$ cat src/rtl/qds_pkg.sv
package qds_pkg;
  localparam int FRAME_W = 24;
  localparam int DAC_W   = 16;
  localparam int ADDR_W  = 2;

  typedef enum logic [2:0] {
    ST_IDLE,
    ST_LEAD,
    ST_HIGH,
    ST_LOW,
    ST_GAP,
    ST_LOAD
  } qds_state_e;
endpackage

$ cat src/rtl/qds_decim.sv
module qds_decim #(
  parameter int DECIM = 82
) (
  input  logic clk_i,
  input  logic rst_ni,
  input  logic valid_i,
  output logic accept_o
);
  generate
    if (DECIM <= 1) begin : g_pass
      assign accept_o = valid_i;
    end else begin : g_count
      localparam int CW = $clog2(DECIM);
      localparam logic [CW-1:0] LAST = CW'(DECIM - 1);
      logic [CW-1:0] cnt_q;

      always_ff @(posedge clk_i or negedge rst_ni) begin
        if (!rst_ni) cnt_q <= '0;
        else if (valid_i) cnt_q <= (cnt_q == LAST) ? '0 : cnt_q + 1'b1;
      end

      assign accept_o = valid_i && (cnt_q == '0);

      assert_one_in_a_row_R1: assert property (@(posedge clk_i) disable iff (!rst_ni)
        accept_o |=> !accept_o);
    end
  endgenerate
endmodule

$ cat src/rtl/qds_quant.sv
module qds_quant #(
  parameter int IN_W   = 16,
  parameter int FRAC_W = 14,
  parameter int DAC_W  = 16
) (
  input  logic [IN_W-1:0]  samp_i,
  output logic [DAC_W-1:0] code_o
);
  localparam int SHIFT = DAC_W - FRAC_W;
  localparam logic [IN_W-1:0] ONE = IN_W'(1) << FRAC_W;

  always_comb begin
    if (samp_i[IN_W-1])    code_o = '0;       // negative clamps to zero
    else if (samp_i >= ONE) code_o = '1;      // 1.0 and above saturate
    else                    code_o = {samp_i[FRAC_W-1:0], {SHIFT{1'b0}}};
  end

  always_comb begin
    if (samp_i[IN_W-1])
      assert_neg_clamp_R3: assert (code_o == '0);
  end
endmodule

$ cat src/rtl/qds_spi_eng.sv
module qds_spi_eng
  import qds_pkg::*;
#(
  parameter int         N_CH      = 4,
  parameter int         SCLK_HALF = 5,
  parameter int         CS_GAP    = 2,
  parameter int         LOAD_W    = 4,
  parameter logic [2:0] REG_SEL   = 3'b000
) (
  input  logic                  clk_i,
  input  logic                  rst_ni,
  input  logic                  start_i,
  input  logic [N_CH*DAC_W-1:0] codes_i,
  output logic                  sclk_o,
  output logic                  cs_no,
  output logic                  sdo_o,
  output logic                  ldac_no,
  output logic                  busy_o
);
  localparam int MAXT = (SCLK_HALF > CS_GAP) ?
                        ((SCLK_HALF > LOAD_W) ? SCLK_HALF : LOAD_W) :
                        ((CS_GAP > LOAD_W) ? CS_GAP : LOAD_W);
  localparam int TW   = $clog2(MAXT + 1);
  localparam int CH_W = (N_CH > 1) ? $clog2(N_CH) : 1;
  localparam logic [TW-1:0]   T_HALF = TW'(SCLK_HALF - 1);
  localparam logic [TW-1:0]   T_GAP  = TW'(CS_GAP - 1);
  localparam logic [TW-1:0]   T_LOAD = TW'(LOAD_W - 1);
  localparam logic [CH_W-1:0] CH_LAST = CH_W'(N_CH - 1);
  localparam logic [4:0]      TOP_BIT = 5'(FRAME_W - 1);

  qds_state_e        st_q;
  logic [TW-1:0]     cnt_q;
  logic [CH_W-1:0]   ch_q;
  logic [4:0]        bit_q;
  logic [DAC_W-1:0]  code_sel;
  logic [FRAME_W-1:0] frame;
  logic              tick;

  assign code_sel = codes_i[32'(ch_q)*DAC_W +: DAC_W];
  assign frame    = {2'b00, REG_SEL, ADDR_W'(ch_q), 1'b0, code_sel};
  assign busy_o   = (st_q != ST_IDLE);

  always_comb begin
    unique case (st_q)
      ST_GAP:  tick = (cnt_q == T_GAP);
      ST_LOAD: tick = (cnt_q == T_LOAD);
      default: tick = (cnt_q == T_HALF);
    endcase
  end

  always_ff @(posedge clk_i or negedge rst_ni) begin
    if (!rst_ni) begin
      st_q    <= ST_IDLE;
      cnt_q   <= '0;
      ch_q    <= '0;
      bit_q   <= TOP_BIT;
      sclk_o  <= 1'b0;
      cs_no   <= 1'b1;
      sdo_o   <= 1'b0;
      ldac_no <= 1'b1;
    end else begin
      if (st_q == ST_IDLE || tick) cnt_q <= '0;
      else                         cnt_q <= cnt_q + 1'b1;
      unique case (st_q)
        ST_IDLE: if (start_i) begin
          st_q  <= ST_LEAD;
          cs_no <= 1'b0;
          ch_q  <= '0;
          bit_q <= TOP_BIT;
        end
        ST_LEAD: if (tick) begin
          st_q   <= ST_HIGH;
          sclk_o <= 1'b1;
          sdo_o  <= frame[bit_q];
        end
        ST_HIGH: if (tick) begin
          st_q   <= ST_LOW;
          sclk_o <= 1'b0;
        end
        ST_LOW: if (tick) begin
          if (bit_q == '0) begin
            st_q  <= ST_GAP;
            cs_no <= 1'b1;
          end else begin
            st_q   <= ST_HIGH;
            bit_q  <= bit_q - 1'b1;
            sclk_o <= 1'b1;
            sdo_o  <= frame[bit_q - 1'b1];
          end
        end
        ST_GAP: if (tick) begin
          if (ch_q == CH_LAST) begin
            st_q    <= ST_LOAD;
            ldac_no <= 1'b0;
          end else begin
            st_q  <= ST_LEAD;
            ch_q  <= ch_q + 1'b1;
            bit_q <= TOP_BIT;
            cs_no <= 1'b0;
          end
        end
        ST_LOAD: if (tick) begin
          st_q    <= ST_IDLE;
          ldac_no <= 1'b1;
        end
        default: st_q <= ST_IDLE;
      endcase
    end
  end

  assert_sclk_in_frame_R6: assert property (@(posedge clk_i) disable iff (!rst_ni)
    sclk_o |-> !cs_no);
  assert_cs_lead_R6: assert property (@(posedge clk_i) disable iff (!rst_ni)
    $fell(cs_no) |-> !sclk_o);
  assert_sdo_on_rise_R5: assert property (@(posedge clk_i) disable iff (!rst_ni)
    !$rose(sclk_o) |-> $stable(sdo_o));
  assert_load_outside_frame_R7: assert property (@(posedge clk_i) disable iff (!rst_ni)
    !ldac_no |-> cs_no);
endmodule

$ cat src/rtl/quad_dac_seq.sv
module quad_dac_seq
  import qds_pkg::*;
#(
  parameter int         N_CH      = 4,
  parameter int         IN_W      = 16,
  parameter int         FRAC_W    = 14,
  parameter int         DECIM     = 82,
  parameter int         SCLK_HALF = 5,
  parameter int         CS_GAP    = 2,
  parameter int         LOAD_W    = 4,
  parameter int         OVR_W     = 8,
  parameter logic [2:0] REG_SEL   = 3'b000
) (
  input  logic                 clk_i,
  input  logic                 rst_ni,
  input  logic                 samp_valid_i,
  input  logic [N_CH*IN_W-1:0] samp_i,
  output logic                 sclk_o,
  output logic                 cs_no,
  output logic                 sdo_o,
  output logic                 ldac_no,
  output logic                 busy_o,
  output logic [OVR_W-1:0]     ovr_cnt_o
);
  logic                  accept;
  logic                  start;
  logic [N_CH*DAC_W-1:0] code_d;
  logic [N_CH*DAC_W-1:0] code_q;

  qds_decim #(.DECIM(DECIM)) u_decim (
    .clk_i    (clk_i),
    .rst_ni   (rst_ni),
    .valid_i  (samp_valid_i),
    .accept_o (accept)
  );

  generate
    for (genvar i = 0; i < N_CH; i++) begin : g_lane
      qds_quant #(.IN_W(IN_W), .FRAC_W(FRAC_W), .DAC_W(DAC_W)) u_quant (
        .samp_i (samp_i[i*IN_W +: IN_W]),
        .code_o (code_d[i*DAC_W +: DAC_W])
      );
    end
  endgenerate

  assign start = accept && !busy_o;

  always_ff @(posedge clk_i or negedge rst_ni) begin
    if (!rst_ni)    code_q <= '0;
    else if (start) code_q <= code_d;
  end

  always_ff @(posedge clk_i or negedge rst_ni) begin
    if (!rst_ni) ovr_cnt_o <= '0;
    else if (accept && busy_o && ovr_cnt_o != '1) ovr_cnt_o <= ovr_cnt_o + 1'b1;
  end

  qds_spi_eng #(
    .N_CH(N_CH), .SCLK_HALF(SCLK_HALF), .CS_GAP(CS_GAP),
    .LOAD_W(LOAD_W), .REG_SEL(REG_SEL)
  ) u_eng (
    .clk_i   (clk_i),
    .rst_ni  (rst_ni),
    .start_i (start),
    .codes_i (code_q),
    .sclk_o  (sclk_o),
    .cs_no   (cs_no),
    .sdo_o   (sdo_o),
    .ldac_no (ldac_no),
    .busy_o  (busy_o)
  );

  assert_batch_frozen_R2: assert property (@(posedge clk_i) disable iff (!rst_ni)
    (busy_o && $past(busy_o)) |-> $stable(code_q));
  assert_ovr_count_R9: assert property (@(posedge clk_i) disable iff (!rst_ni)
    (accept && busy_o && ovr_cnt_o != '1) |=> ovr_cnt_o == $past(ovr_cnt_o) + 1'b1);
  assert_ovr_hold_R9: assert property (@(posedge clk_i) disable iff (!rst_ni)
    !(accept && busy_o) |=> $stable(ovr_cnt_o));
  assert_busy_start_R8: assert property (@(posedge clk_i) disable iff (!rst_ni)
    start |=> busy_o && !cs_no);
endmodule

$ cat config.mk
export PLATFORM = sky130hd
export DESIGN_NAME = quad_dac_seq
export DESIGN_NICKNAME = d
export VERILOG_FILES = /design/src/rtl/qds_pkg.sv /design/src/rtl/qds_decim.sv /design/src/rtl/qds_quant.sv /design/src/rtl/qds_spi_eng.sv /design/src/rtl/quad_dac_seq.sv
export SDC_FILE = /design/constraint.sdc
export NUM_CORES = 1
export LEC_CHECK = 0
export BUFFER_PORTS_ARGS = -buffer_cell sky130_fd_sc_hd__buf_2
export CAP_MARGIN = 40
export CORE_MARGIN = 4
export CORE_UTILIZATION = 55
export DETAILED_ROUTE_END_ITERATION = 8
export HOLD_SLACK_MARGIN = 0.03
export MAX_ROUTING_LAYER = met4
export PLACE_DENSITY = 0.78
export RECOVER_POWER = 50
export REMOVE_ABC_BUFFERS = 1
export SLEW_MARGIN = 20
export SYNTH_ARGS = -nofsm -noshare
export SYNTH_HDL_FRONTEND = slang
export SYNTH_SLANG_ARGS = --single-unit
$ cat constraint.sdc
create_clock -name clk_i -period 4.4 [get_ports clk_i]
set_input_delay 0.44 -clock clk_i [delete_from_list [all_inputs] [get_ports clk_i]]
set_output_delay 0.44 -clock clk_i [all_outputs]
set_load 0.02 [all_outputs]
# Yosys cells after proc, flatten, opt, wreduce, memory -nomap -nowiden
# Cells that the tools add are included.
dict set report word_totals {
  latch_bits 0
  out_inout_bits 13
  n_memories 0
  inputBits 67
  ram_bits 0
  rom_bits 0
  reg_bits 96
}
dict set report classes {
  n_eq_ne 21
  reduce_logical 22
  shift 1
  div 0
  muxes 52
  n_mul 0
  n_addsub 5
  n_lt_le_gt_ge 6
  bitwise_logic 0
}
# cell count
set ops {}
lappend ops {{two-way mux 16 bit} 8}
lappend ops {{greater-or-equal comparator 16 x 15 -> 1 bit (second input constant)} 4}
lappend ops {{variable part select 64 x 7 -> 16 bit} 1}
lappend ops {{two-way mux 3 bit} 9}
lappend ops {{two-way mux 5 bit} 5}
lappend ops {{case mux 3 bit (6 select lines)} 1}
lappend ops {{AND reduction 6 bit} 3}
lappend ops {{two-way mux 1 bit} 16}
lappend ops {{case mux 5 bit (3 select lines)} 1}
lappend ops {{!= test 2 x 1 -> 1 bit (second input constant)} 7}
lappend ops {{less-than comparator 5 x 6 -> 1 bit (second input constant)} 2}
lappend ops {{AND reduction 4 bit} 3}
lappend ops {{binary-select mux 1 bit (select 5 bit)} 2}
lappend ops {{equality test 3 x 2 -> 1 bit (second input constant)} 3}
lappend ops {{equality test 3 bit (second input constant)} 3}
lappend ops {{nonzero test 3 bit} 3}
lappend ops {{adder 8 x 1 -> 8 bit (second input constant)} 1}
lappend ops {{!= test 8 bit (second input constant)} 1}
lappend ops {{adder 7 x 1 -> 7 bit (second input constant)} 1}
lappend ops {{equality test 7 bit (second input constant)} 1}
lappend ops {{zero test 7 bit} 1}
lappend ops {{two-way mux 7 bit} 1}
lappend ops {{equality test 3 x 1 -> 1 bit (second input constant)} 2}
lappend ops {{two-way mux 2 bit} 3}
lappend ops {{15 further kinds} 25}

# Longest topological paths before layout
# Gate-level depths: netlist of run 1.
dict set report depth {
  ltp_word 6
  mapped_depth 9
  mapped_depth_nobuf 7
}

# By module
# Synthesis of run 1 repeated with hierarchy kept, for this count alone.
dict set report unflattened {
  hier_cells 492
  area_unflattened_um2 6268.5
}
# module area_per_inst_um2 n_inst seq_area_each_um2 cells_per_inst
set modules_own_cells {}
lappend modules_own_cells {quad_dac_seq 3029.2 1 1801.7 171}
lappend modules_own_cells {qds_spi_eng 2154.6 1 432.9 208}
lappend modules_own_cells {qds_quant 171.4 4 0.0 18}
lappend modules_own_cells {qds_decim 399.1 1 175.2 41}

# Worst setup path after synthesis of run 1
# Ideal clock, no wire load.
dict set report synth_timing {
  path_kind {reg2reg}
  startpoint {register u_eng.bit_q[1]}
  endpoint {register u_eng.sdo_o}
  path_buffers 2
  setup_ps 134
  t_required_ps 4266
  arrival_ps 2285
  path_slack_ps 1981
  stages_incl_launch_ff 8
  path_cell_list {dfstp_2 clkbuf_1 inv_1 ha_1 clkbuf_1 mux4_2 a32oi_1 a32oi_1}
}
dict set report synth_between {
  elab_chain_len 6
}
# element line
set synth_lines {}
lappend synth_lines {{start, declared} qds_spi_eng.sv:34} ;# logic [4:0] bit_q;
lappend synth_lines {{start signal, assigned} qds_spi_eng.sv:86} ;# bit_q <= bit_q - 1'b1;
lappend synth_lines {{subtractor 5 x 1 -> 5 bit} qds_spi_eng.sv:88} ;# sdo_o <= frame[bit_q - 1'b1];
lappend synth_lines {{binary-select mux 1 bit (select 5 bit)} qds_spi_eng.sv:88}
lappend synth_lines {{two-way mux 1 bit (not written as such)} qds_spi_eng.sv:88}
lappend synth_lines {{two-way mux 1 bit} qds_spi_eng.sv:81} ;# if (bit_q == '0) begin
lappend synth_lines {{two-way mux 1 bit} qds_spi_eng.sv:80} ;# ST_LOW: if (tick) begin
lappend synth_lines {{case mux 1 bit (2 select lines)} qds_spi_eng.sv:64} ;# unique case (st_q)
lappend synth_lines {{end signal, assigned} qds_spi_eng.sv:74} ;# sdo_o <= frame[bit_q];
lappend synth_lines {{end signal, assigned} qds_spi_eng.sv:88}
lappend synth_lines {{end, declared} qds_spi_eng.sv:16} ;# output logic sdo_o,
# Parallel ways exist; a longest one is shown, timed or not. The select of a mux whose other input is x is not followed.
# A chain may end at the register's enable or synchronous reset.

# Final worst setup path of run 1
dict set report layout_timing {
  startpoint {register u_eng.st_q[1]}
  endpoint {register code_q[59]}
}
dict set report layout_between {
  elab_chain_len 3
}
# element line
set layout_lines {}
lappend layout_lines {{start, declared} qds_spi_eng.sv:31} ;# qds_state_e st_q;
lappend layout_lines {{start signal, assigned} qds_spi_eng.sv:53} ;# st_q <= ST_IDLE;
lappend layout_lines {{start signal, assigned} qds_spi_eng.sv:66} ;# st_q <= ST_LEAD;
lappend layout_lines {{start signal, assigned} qds_spi_eng.sv:72} ;# st_q <= ST_HIGH;
lappend layout_lines {{nonzero test 3 bit} qds_spi_eng.sv:41} ;# assign busy_o = (st_q != ST_IDLE);
lappend layout_lines {{zero test 1 bit} quad_dac_seq.sv:46} ;# assign start = accept && !busy_o;
lappend layout_lines {{logical AND 1 bit} quad_dac_seq.sv:46}
lappend layout_lines {{end signal, assigned} quad_dac_seq.sv:50} ;# else if (start) code_q <= code_d;
lappend layout_lines {{end, declared} quad_dac_seq.sv:28} ;# logic [N_CH*DAC_W-1:0] code_q;
# No other way between the ends.

==> results.yml, run 1 <==
critical_path:
  worstPathArrival_ns: 2.85
  crit_fanout: 64
  r2r_cells: 4
  critical_path.reg2reg.startpoint: "u_eng.st_q[1]"
  crit_end_category: "flip-flop"
  crit_path_start_kind: "flip-flop"
  worstSetupStartpoint: "u_eng.st_q[1]"
  criticalPathCategory: "flip-flop to flip-flop"
  cp_data_required_time_ns: 4.65
floorplan:
  starting_density: 0.576
  io_pins: 80
  dieHeight_um: 104
  die_ar_um2: 10900
  die_w_um: 104
  placeableCoreArea_um2: 8850
  core.rowCount: 34
route:
  detailedRoute.firstIterationViolations: 308
  met2_length_um: 5780
  routedWlPerCell_um: 17.4
  vias_per_cell: 5.93
  detail_route.wirelength_um: 12000
  drtAntennaViolNets: 0
  routed.top_layer: "met4"
  detail_route.first_pass.iterations: 5
  drt_drc_violations_left: 0
  wl_met3_um: 762
  met1_length_um: 5370
  vias: 4104
layout:
  multi_input_logic_area_um2: 2560
  drive_gt1_frac: 0.224
  seq_area_um2: 2310
  fin_util: 0.652
  num_antenna_cells: 0
  fill_cells: 739
  fin_area_um2: 5770
  nNetsFinal: 655
  synthToLayoutAreaGrowth_pct: 13.2
logic_synthesis:
  yosys.area.top_type_share: 0.423
  count_of_flip_flops_with_a_built_in_enable_after_synthesis: 0
  ys_warn_count: 0
  yosys_register_bits: 92
  share_of_synthesized_area_occupied_by_flip_flops_and_latches: 0.453
  syn_inst: 520
  netlist_top_cells_area: "dfrtp_1 42%, o31ai_1 8.5%, mux4_2 8.0%, nand2_1 5.7%, nor2_1 5.6%"
  synth_cell_type_count: 59
  netlist_top_cells_count: "86 x dfrtp_1, 78 x nand2_1, 76 x nor2_1, 58 x o31ai_1, 23 x clkbuf_1"
  synthMostInstantiatedCell: "dfrtp_1"
  synth_area_leader_cell: "dfrtp_1"
  share_of_flip_flops_with_an_asynchronous_set_or_reset_after_synthesis: 1.00
  post_synth.cell_area_avg_um2: 9.80
  most_used_flip_flop_cell_after_synthesis: "dfrtp_1"
  mappedNetlistArea_um2: 5090
power:
  clockPowerShare: 0.183
  p_sw_uw: 1310
  power-per-cell-area_nw_per_um2: 609
  netSwitchingFraction: 0.374
  seqPwrFrac: 0.428
  report.power.total_uw: 3510
  power.share.combinational: 0.388
  vdd.ir_drop.worst_v: 0.000291
  cellInternalPower_uw: 2200
  leakagePower_uw: 0.00258
hold_path:
  worstHoldPathType: "input port to flip-flop"
  startpoint_of_the_tightest_hold_check_path: "samp_i[29]"
  hold_crit_depth: 3
clock_tree:
  cts_inserted_buffers: 9
  hold_buffers: 0
  cts-root-to-sink-buffers: 2
  cts_sinks: 92
  cts_repair_resize_count: 0
  post_cts_buffers: 0
  insertion_delay_to_the_later_sink_of_the_worst_skew_pair_ns: 0.36
  clockRootBuffer: "clkbuf_8"
  tritoncts_clock_tree: "done"
  htree_levels: 3
  clk_pin_slew_ns: 0.10
grt:
  global_route_overflow: 0
  wire_length_of_the_first_global_routing_pass_um: 20100
  antenna_found_initial: 0
  grt_util_all_layers: 0.234
  grt_max_degree: 68
  grt_pass1_vias: 4128
sta:
  finalHoldViolations: 0
  worst_slack_ns: 1.80
  period_minus_slack_ns: 2.60
  final-max-slew-violation-count: 0
  tightest_slew_ns: 1.38
  rsz0062_at_grt: "false"
  worst_clock_skew_ns: 0.0104
  finalSetupTns_ns: 0
  clock.fmax_ghz: 0.384
  finalCritPeriodShare: 0.591
  slew-limit-headroom: 0.0785
  setup_viol: 0
place:
  place_worst_setup_slack_ns: 1.66
  routabilityCongestion: 0.935
  portBuffers: 79
  dpl.hpwl_um: 8390
  dpl-instance-area_um2: 5510
run:
  max_cap_violations: 0
outcome:
  outcome: "finished, final reports clean"
registers in the layout (all words and copies together) (netlist names):
register               count
u_eng.ch_q                 2
u_decim.g_count.cnt_q      7
u_eng.st_q                 3
u_eng.bit_q                5
u_eng.cs_no                1
u_eng.cnt_q                3
u_eng.sclk_o               1
u_eng.sdo_o                1
u_eng.ldac_no              1
code_q                    60
ovr_cnt_o                  8
layout make-up:
| cell class | count | area share |
|---|---|---|
| sequential | 92 | 0.401 |
| inverter | 15 | 0.00977 |
| tap | 108 | 0.0234 |
| clock buffer | 10 | 0.0239 |
| clock inverter | 5 | 0.0148 |
| timing repair buffer | 86 | 0.0829 |
| multi-input combinational | 376 | 0.445 |
kinds of logic (layout without fill, tap and decap cells):
logic type / Yosys count / count (layout) / synth area share
adders and majority gates: 8 / 8 / 0.0197
DFF: 92 / 92 / 0.453
and+or+nand+nor: 209 / 209 / 0.185
AOI/OAI and AO/OA: 114 / 114 / 0.166
muxes: 31 / 31 / 0.107
xor gates and xnor gates: 14 / 14 / 0.0241
buffers and inverters: 52 / 116 / 0.0447
final timing paths:
path | endpoint | slack, ns
min reg2reg | u_eng.cs_no | 0.48
min | code_q[31] | 0.35
min in group asynchronous | code_q[26] | 0.57
max | code_q[59] | 1.80
max in group asynchronous | code_q[3] | 2.19
max reg2reg | code_q[59] | 1.80
routing by layer:
metal,track usage,vias to the layer above
li1,-,1983
met1,0.323,1980
met2,0.366,130
met3,0.0372,11
met4,0.0608,0
met5,-,-
power by group through the flow:
stage | combinational, uW | clock (uW) | sequential, uW
2_1_floorplan | 938 | 0 | 1510
3_3_place_gp | 1270 | 0 | 1520
3_5_place_dp | 1370 | 0 | 1510
4_1_cts | 1370 | 655 | 1500
5_1_grt | 1510 | 689 | 1550
6_report | 1360 | 645 | 1500
cell usage in the layout, fill, tap and decap left out, types with 10 or more instances in the layout:
master / synthesis / final
nor2_1: 76 / 76
mux4_2: 18 / 18
buf_2: 8 / 74
dfrtp_1: 86 / 86
o31ai_1: 58 / 58
inv_1: 12 / 12
o21ai_1: 10 / 10
clkbuf_8: 0 / 10
xnor2_1: 10 / 10
nand2_1: 78 / 77
worst max-delay path, cell delays in order (launching register included):
cell,delay (ns)
dfrtp_1,0.54
nor3_1,0.71
nand2_4,0.56
buf_12,0.37
o31ai_1,0.28
through the flow:
step / hold slack (ns) / std cells
6_report: 0.345 / 692
5_1_grt: 0.343 / 692
4_1_cts: 0.204 / 689
3_5_place_dp: 0.465 / 674
3_3_place_gp: 0.456 / 672
2_1_floorplan: 0.144 / 483
Note: power is estimated with default switching activity, not from simulation.
==> run 2, diff against run 1 <==
- ABC_AREA: not set -> 1
- CORE_UTILIZATION: 55 -> 52
- PLACE_DENSITY: 0.78 -> 0.77
- clock period: 4.4 -> 2.15 ns (I/O delays scaled with it)
==> run 2 against run 1 <==
Compared with the run above:
- clock skew is 0.0034 ns higher
- die area is 5.9% higher
- wire length is 2.9% higher
- clock power is 110% higher
- global-route usage is 0.24 points lower
- final area is 3.2% higher
- hold slack worse by 0.24 ns
- critical endpoint is now u_eng.bit_q[1]
- largest cell class unchanged
- largest power group unchanged
==> results.yml, run 2 <==
sta:
  clock.fmax_ghz: 0.499
  final-max-slew-violation-count: 0
  worst_clock_skew_ns: 0.0138
  setup_viol: 0
  finalHoldViolations: 0
  tightest_slew_ns: 1.38
  hold-worst-slack_ns: 0.106
  period_minus_slack_ns: 2.01
  finalCritPeriodShare: 0.933
  slew-limit-headroom: 0.0797
grt:
  antenna_found_initial: 0
  grt_pass1_vias: 4467
  grt_max_degree: 59
  grt_util_all_layers: 0.232
  wire_length_of_the_first_global_routing_pass_um: 20900
  global_route_overflow: 0
layout:
  synthToLayoutAreaGrowth_pct: 16.2
  fill_cells: 837
  most_common_cell_after_layout_fill_and_taps_aside: "nand2_1"
  finish.cell_count_without_fillers: 857
  nNetsFinal: 798
  num_antenna_cells: 0
  layout_common_cells: "178 x nand2_1, 86 x dfrtp_1, 85 x o21ai_0"
  drive_gt1_frac: 0.181
  layout_top_registers: "code_q (60), ovr_cnt_o (8), u_decim.g_count.cnt_q (7)"
  max_flop_register: "code_q"
  largest_reg_flops: 60
  multi_input_logic_area_um2: 2480
  seq_area_um2: 2310
logic_synthesis:
  synth_area_leader_cell: "dfrtp_1"
  ys_warn_count: 0
  mappedNetlistArea_um2: 5120
  yosys_register_bits: 92
  share_of_synthesized_area_occupied_by_flip_flops_and_latches: 0.451
  yosys.area.top_type_share: 0.420
  synthMostInstantiatedCell: "nand2_1"
  netlist_top_cells_count: "178 x nand2_1, 86 x dfrtp_1, 85 x o21ai_0, 67 x nand3_1, 56 x o21a_1"
  most_used_flip_flop_cell_after_synthesis: "dfrtp_1"
  syn_inst: 646
  count_of_flip_flops_with_a_built_in_enable_after_synthesis: 0
  share_of_flip_flops_with_an_asynchronous_set_or_reset_after_synthesis: 1.00
  netlist_top_cells_area: "dfrtp_1 42%, nand2_1 13%, o21ai_0 8.3%, o21a_1 8.2%, nand3_1 6.5%"
  synth_cell_type_count: 33
  post_synth.cell_area_avg_um2: 7.93
route:
  drt_drc_violations_left: 0
  drtAntennaViolNets: 0
  detail_route.wirelength_um: 12400
  vias_per_cell: 5.44
  routedWlPerCell_um: 14.4
  vias: 4664
  detailedRoute.firstIterationViolations: 243
  detail_route.first_pass.iterations: 5
power:
  power-per-cell-area_nw_per_um2: 647
  clockPowerShare: 0.346
  seqPwrFrac: 0.521
  vdd.ir_drop.worst_v: 0.000421
  leakagePower_uw: 0.00278
  p_sw_uw: 1060
  cellInternalPower_uw: 2790
  power.share.combinational: 0.132
  netSwitchingFraction: 0.275
critical_path:
  cp-endpoint: "u_eng.bit_q[1]"
  worstSetupStartpoint: "u_decim.g_count.cnt_q[0]"
  crit_fanout: 6
  reg2reg_setup_slack_ns: 0.14
  cp_data_required_time_ns: 2.41
  worstPathArrival_ns: 2.27
  worstPathCellList: "inv_1 > ha_1 > nand3_2 > nor4_4 > inv_2 > nand2_1 > nand3_1 > inv_1 > nand2_1 > a22oi_1"
  criticalPathCategory: "flip-flop to flip-flop"
  critical_path.reg2reg.startpoint: "u_decim.g_count.cnt_q[0]"
  crit_end_category: "flip-flop"
  worstReg2RegEnd: "u_eng.bit_q[1]"
  cpPeakStageDelay_ns: 0.41
  crit_path_start_kind: "flip-flop"
  r2r_cells: 10
  crit_path_max_delay_cell_type: "dfrtp_1"
floorplan:
  dieHeight_um: 107
  die_ar_um2: 11500
  placeableCoreArea_um2: 9420
  core.rowCount: 35
  io_pins: 80
  starting_density: 0.544
  die_w_um: 107
place:
  place_inst: 836
  portBuffers: 79
  dpl.hpwl_um: 8930
  routabilityCongestion: 0.891
clock_tree:
  cts_sinks: 92
  htree_levels: 3
  clk_pin_slew_ns: 0.09
  clockRootBuffer: "clkbuf_8"
  tritoncts_clock_tree: "done"
  cts-root-to-sink-buffers: 2
  insertion_delay_to_the_later_sink_of_the_worst_skew_pair_ns: 0.37
  cts_inserted_buffers: 9
hold_path:
  worstHoldPathType: "input port to flip-flop"
outcome:
  outcome: "finished, final reports clean"
run:
  max_cap_violations: 0
-- run 2: changes by cell type after synthesis, moves of 45 or more --
cell	change
o21ai_0	+81
o21a_1	+54
o31ai_1	-58
nand2_1	+100
nor2_1	-45
nand3_1	+61
-- run 2: cells by family after synthesis --
kind of cell / synth area share
muxes: 0.00220
AOI/OAI and AO/OA: 0.185
xor gates and xnor gates: 0.0239
adders and majority gates: 0.0195
DFF: 0.451
buffers and inverters: 0.0703
and+or+nand+nor: 0.248
-- run 2: power by group through the flow --
stage | sequential (uW) | clock, uW | combinational [uW]
2_1_floorplan | 2030 | 0 | 301
3_3_place_gp | 2030 | 0 | 494
3_5_place_dp | 2040 | 0 | 519
4_1_cts | 2000 | 1350 | 522
5_1_grt | 2030 | 1430 | 585
6_report | 2010 | 1330 | 509
-- run 2: metrics by stage --
stage,cell area [um2],util,total power (uW),TNS [ns],setup slack (ns)
after CTS,5910,0.627,3880,0,0.0633
after detailed placement,5670,0.602,2550,0,0.0855
final,5950,0.632,3850,0,0.145
after floorplan,4950,-,2330,-28.10,-0.472
after global routing,5950,0.632,4040,-0.0235,-0.0216
after global placement,5670,0.602,2520,0,0.158
-- run 2: layout make-up --
type / instances / share of cell area
inverter: 50 / 0.0315
clock inverter: 5 / 0.0141
sequential: 92 / 0.388
clock buffer: 11 / 0.0238
timing repair buffer: 97 / 0.0994
multi-input combinational: 473 / 0.416
tap: 129 / 0.0271
-- run 2: critical path, delay by kind of cell (launching register included) --
family | cells | cell delay (ns)
AO/OA/AOI/OAI | 1 | 0.23
adder cells (fa/ha/maj) | 1 | 0.19
buffers and inverters | 3 | 0.37
flip-flops | 1 | 0.41
AND/OR/NAND/NOR | 5 | 0.72
-- run 2: worst min path at each step --
stage | from | to | slack, ns | cells after the start
6_report | samp_valid_i | u_decim.g_count.cnt_q[1] | 0.11 | 2
5_1_grt | samp_valid_i | u_decim.g_count.cnt_q[1] | 0.12 | 2
4_1_cts | samp_valid_i | u_decim.g_count.cnt_q[1] | 0.1 | 2
3_5_place_dp | rst_ni | code_q[22] | 0.32 | 1
3_3_place_gp | rst_ni | code_q[31] | 0.31 | 1
2_1_floorplan | rst_ni | code_q[10] | -0.08 | 0
-- run 2: repair_timing --
action                                 4_1_cts  5_1_grt
setup buffers                                0        3
setup endpoints to repair                    0        8
endpoints found under the hold margin       49        0
hold buffers                                 1        0
resized for setup                            0        4
-- run 2: per-layer routing --
layer	share of wire	wire length, um	GRT usage	vias to the layer above
li1	-	-	-	2293
met1	0.46	5740	0.317	2217
met2	0.47	5840	0.365	132
met3	0.046	564	0.0258	22
met4	0.020	244	0.0749	0
met5	0	0	-	-
==> run 3, diff against run 2 <==
- BUFFER_PORTS_ARGS: -buffer_cell sky130_fd_sc_hd__buf_2 -> -buffer_cell sky130_fd_sc_hd__buf_4
==> run 3 against run 2 <==
Compared with the run above:
- via count decreased by 1.3%
- critical path depth decreased by 1
- register-to-register slack about the same
- flip-flop and latch count unchanged
- cell count decreased by 0.70%
- die area unchanged
- final area increased by 1.8%
- hold slack got worse by 0.038 ns
- sequential share of layout area decreased by 0.67 points
- setup slack got worse by 0.013 ns
- sequential power about the same
- largest power group unchanged
==> results.yml, run 3 (synthesis results as in run 2) <==
clock_tree:
  htree_levels: 3
  post_cts_buffers: 0
  cts-root-to-sink-buffers: 2
  insertion_delay_to_the_later_sink_of_the_worst_skew_pair_ns: 0.36
  cts_sinks: 92
  tritoncts_clock_tree: "done"
  clockRootBuffer: "clkbuf_8"
  cts_inserted_buffers: 9
  clk_pin_slew_ns: 0.09
floorplan:
  die_w_um: 107
  core.rowCount: 35
  placeableCoreArea_um2: 9420
  starting_density: 0.544
  die_ar_um2: 11500
  dieHeight_um: 107
  io_pins: 80
layout:
  synthToLayoutAreaGrowth_pct: 18.2
  max_flop_register: "code_q"
  largest_reg_flops: 60
  num_antenna_cells: 0
  multi_input_logic_area_um2: 2480
  seq_area_um2: 2310
  fill_cells: 814
  nNetsFinal: 792
  most_common_cell_after_layout_fill_and_taps_aside: "nand2_1"
  fin_area_um2: 6060
  layout_common_cells: "178 x nand2_1, 86 x dfrtp_1, 84 x o21ai_0"
  layout_top_registers: "code_q (60), ovr_cnt_o (8), u_decim.g_count.cnt_q (7)"
  drive_gt1_frac: 0.181
route:
  vias: 4603
  routedWlPerCell_um: 14.8
  vias_per_cell: 5.41
  detail_route.wirelength_um: 12600
  detail_route.first_pass.iterations: 5
  drtAntennaViolNets: 0
  drt_drc_violations_left: 0
  detailedRoute.firstIterationViolations: 307
place:
  dpl.hpwl_um: 9170
  portBuffers: 79
  routabilityCongestion: 0.884
  dpl-instance-area_um2: 5840
sta:
  rsz0062_at_grt: "false"
  finalHoldViolations: 0
  slew-limit-headroom: 0.201
  finalSetupTns_ns: 0
  clock.fmax_ghz: 0.496
  worst_clock_skew_ns: 0.00567
  tightest_slew_ns: 1.20
  period_minus_slack_ns: 2.02
  finalCritPeriodShare: 0.939
  final-max-slew-violation-count: 0
  setup_viol: 0
run:
  max_cap_violations: 0
critical_path:
  cp_data_required_time_ns: 2.45
  path_delay_family: "simple AND/OR/NAND/NOR gates"
  crit_fanout: 85
  reg2reg_setup_slack_ns: 0.13
  crit_path_max_delay_cell_type: "dfrtp_1"
  crit_end_category: "flip-flop"
  criticalPathCategory: "flip-flop to flip-flop"
  r2r_cells: 9
  critPathBufInv: 3
  worstSetupStartpoint: "u_decim.g_count.cnt_q[0]"
  cpPeakStageDelay_ns: 0.42
  worstPathCellList: "inv_1 > ha_1 > nand3_2 > nor4_4 > inv_2 > nor2_4 > buf_12 > nand3_1 > nand2_1"
  worstReg2RegEnd: "code_q[33]"
  cp-endpoint: "code_q[33]"
  critical_path.reg2reg.startpoint: "u_decim.g_count.cnt_q[0]"
  worst-path-stages: 9
  worstPathArrival_ns: 2.32
  crit_path_start_kind: "flip-flop"
grt:
  global_route_overflow: 0
  grt_util_all_layers: 0.234
  grt_max_degree: 86
  antenna_found_initial: 0
  grt_pass1_vias: 4390
  wire_length_of_the_first_global_routing_pass_um: 21100
power:
  vdd.ir_drop.worst_v: 0.000471
  leakagePower_uw: 0.00281
  power-per-cell-area_nw_per_um2: 625
  report.power.total_uw: 3780
outcome:
  outcome: "finished, final reports clean"
hold_path:
  startpoint_of_the_tightest_hold_check_path: "samp_valid_i"
  worstHoldPathType: "input port to flip-flop"
## run 3: worst min path at each step
stage / end / slack [ns] / cells after the start
2_1_floorplan: code_q[10] / -0.08 / 0
3_3_place_gp: code_q[24] / 0.12 / 1
3_5_place_dp: code_q[8] / 0.12 / 1
4_1_cts: u_decim.g_count.cnt_q[1] / 0.06 / 2
5_1_grt: u_decim.g_count.cnt_q[0] / 0.07 / 2
6_report: u_decim.g_count.cnt_q[1] / 0.07 / 2
## run 3: metal layers
metal | global-route usage | up-vias | share of wire
met2 | 0.365 | 131 | 0.47
li1 | - | 2280 | -
met1 | 0.322 | 2173 | 0.47
met5 | - | - | 0
met3 | 0.0312 | 19 | 0.050
met4 | 0.0712 | 0 | 0.014
## run 3: timing repair
action,4_1_cts,5_1_grt
resized for setup,0,8
endpoints found under the setup margin,0,1
hold buffers,1,0
hold endpoints to repair,18,0
## run 3: through the flow
stage / cells / utilization / hold slack [ns] / worst slack (ns)
after floorplan: 615 / - / -0.0806 / -0.472
after global placement: 834 / 0.620 / 0.117 / 0.134
after detailed placement: 834 / 0.620 / 0.117 / 0.0763
after CTS: 851 / 0.643 / 0.0577 / 0.0485
after global routing: 851 / 0.643 / 0.0709 / 0.00953
final: 851 / 0.643 / 0.0686 / 0.132
## run 3: layout make-up
type,instances,share of cell area
multi-input cells,473,0.409
repair buffers,91,0.117
flip-flops and latches,92,0.381
inverters,50,0.0314
well taps,129,0.0266
clock buffers,11,0.0250
clock inverters,5,0.00971
## run 3: worst reg2reg max path, cell delays in order (launching register included)
cell and delay [ns]:
dfrtp_1 0.42, inv_1 0.14, ha_1 0.18, nand3_2 0.09, nor4_4 0.22, inv_2 0.13, nor2_4 0.13, buf_12 0.31
nand3_1 0.23, nand2_1 0.10
## run 3: power by group
group / internal (uW) / switching [uW]
Combinational: 250 / 296
Clock: 603 / 625
Sequential: 1880 / 130
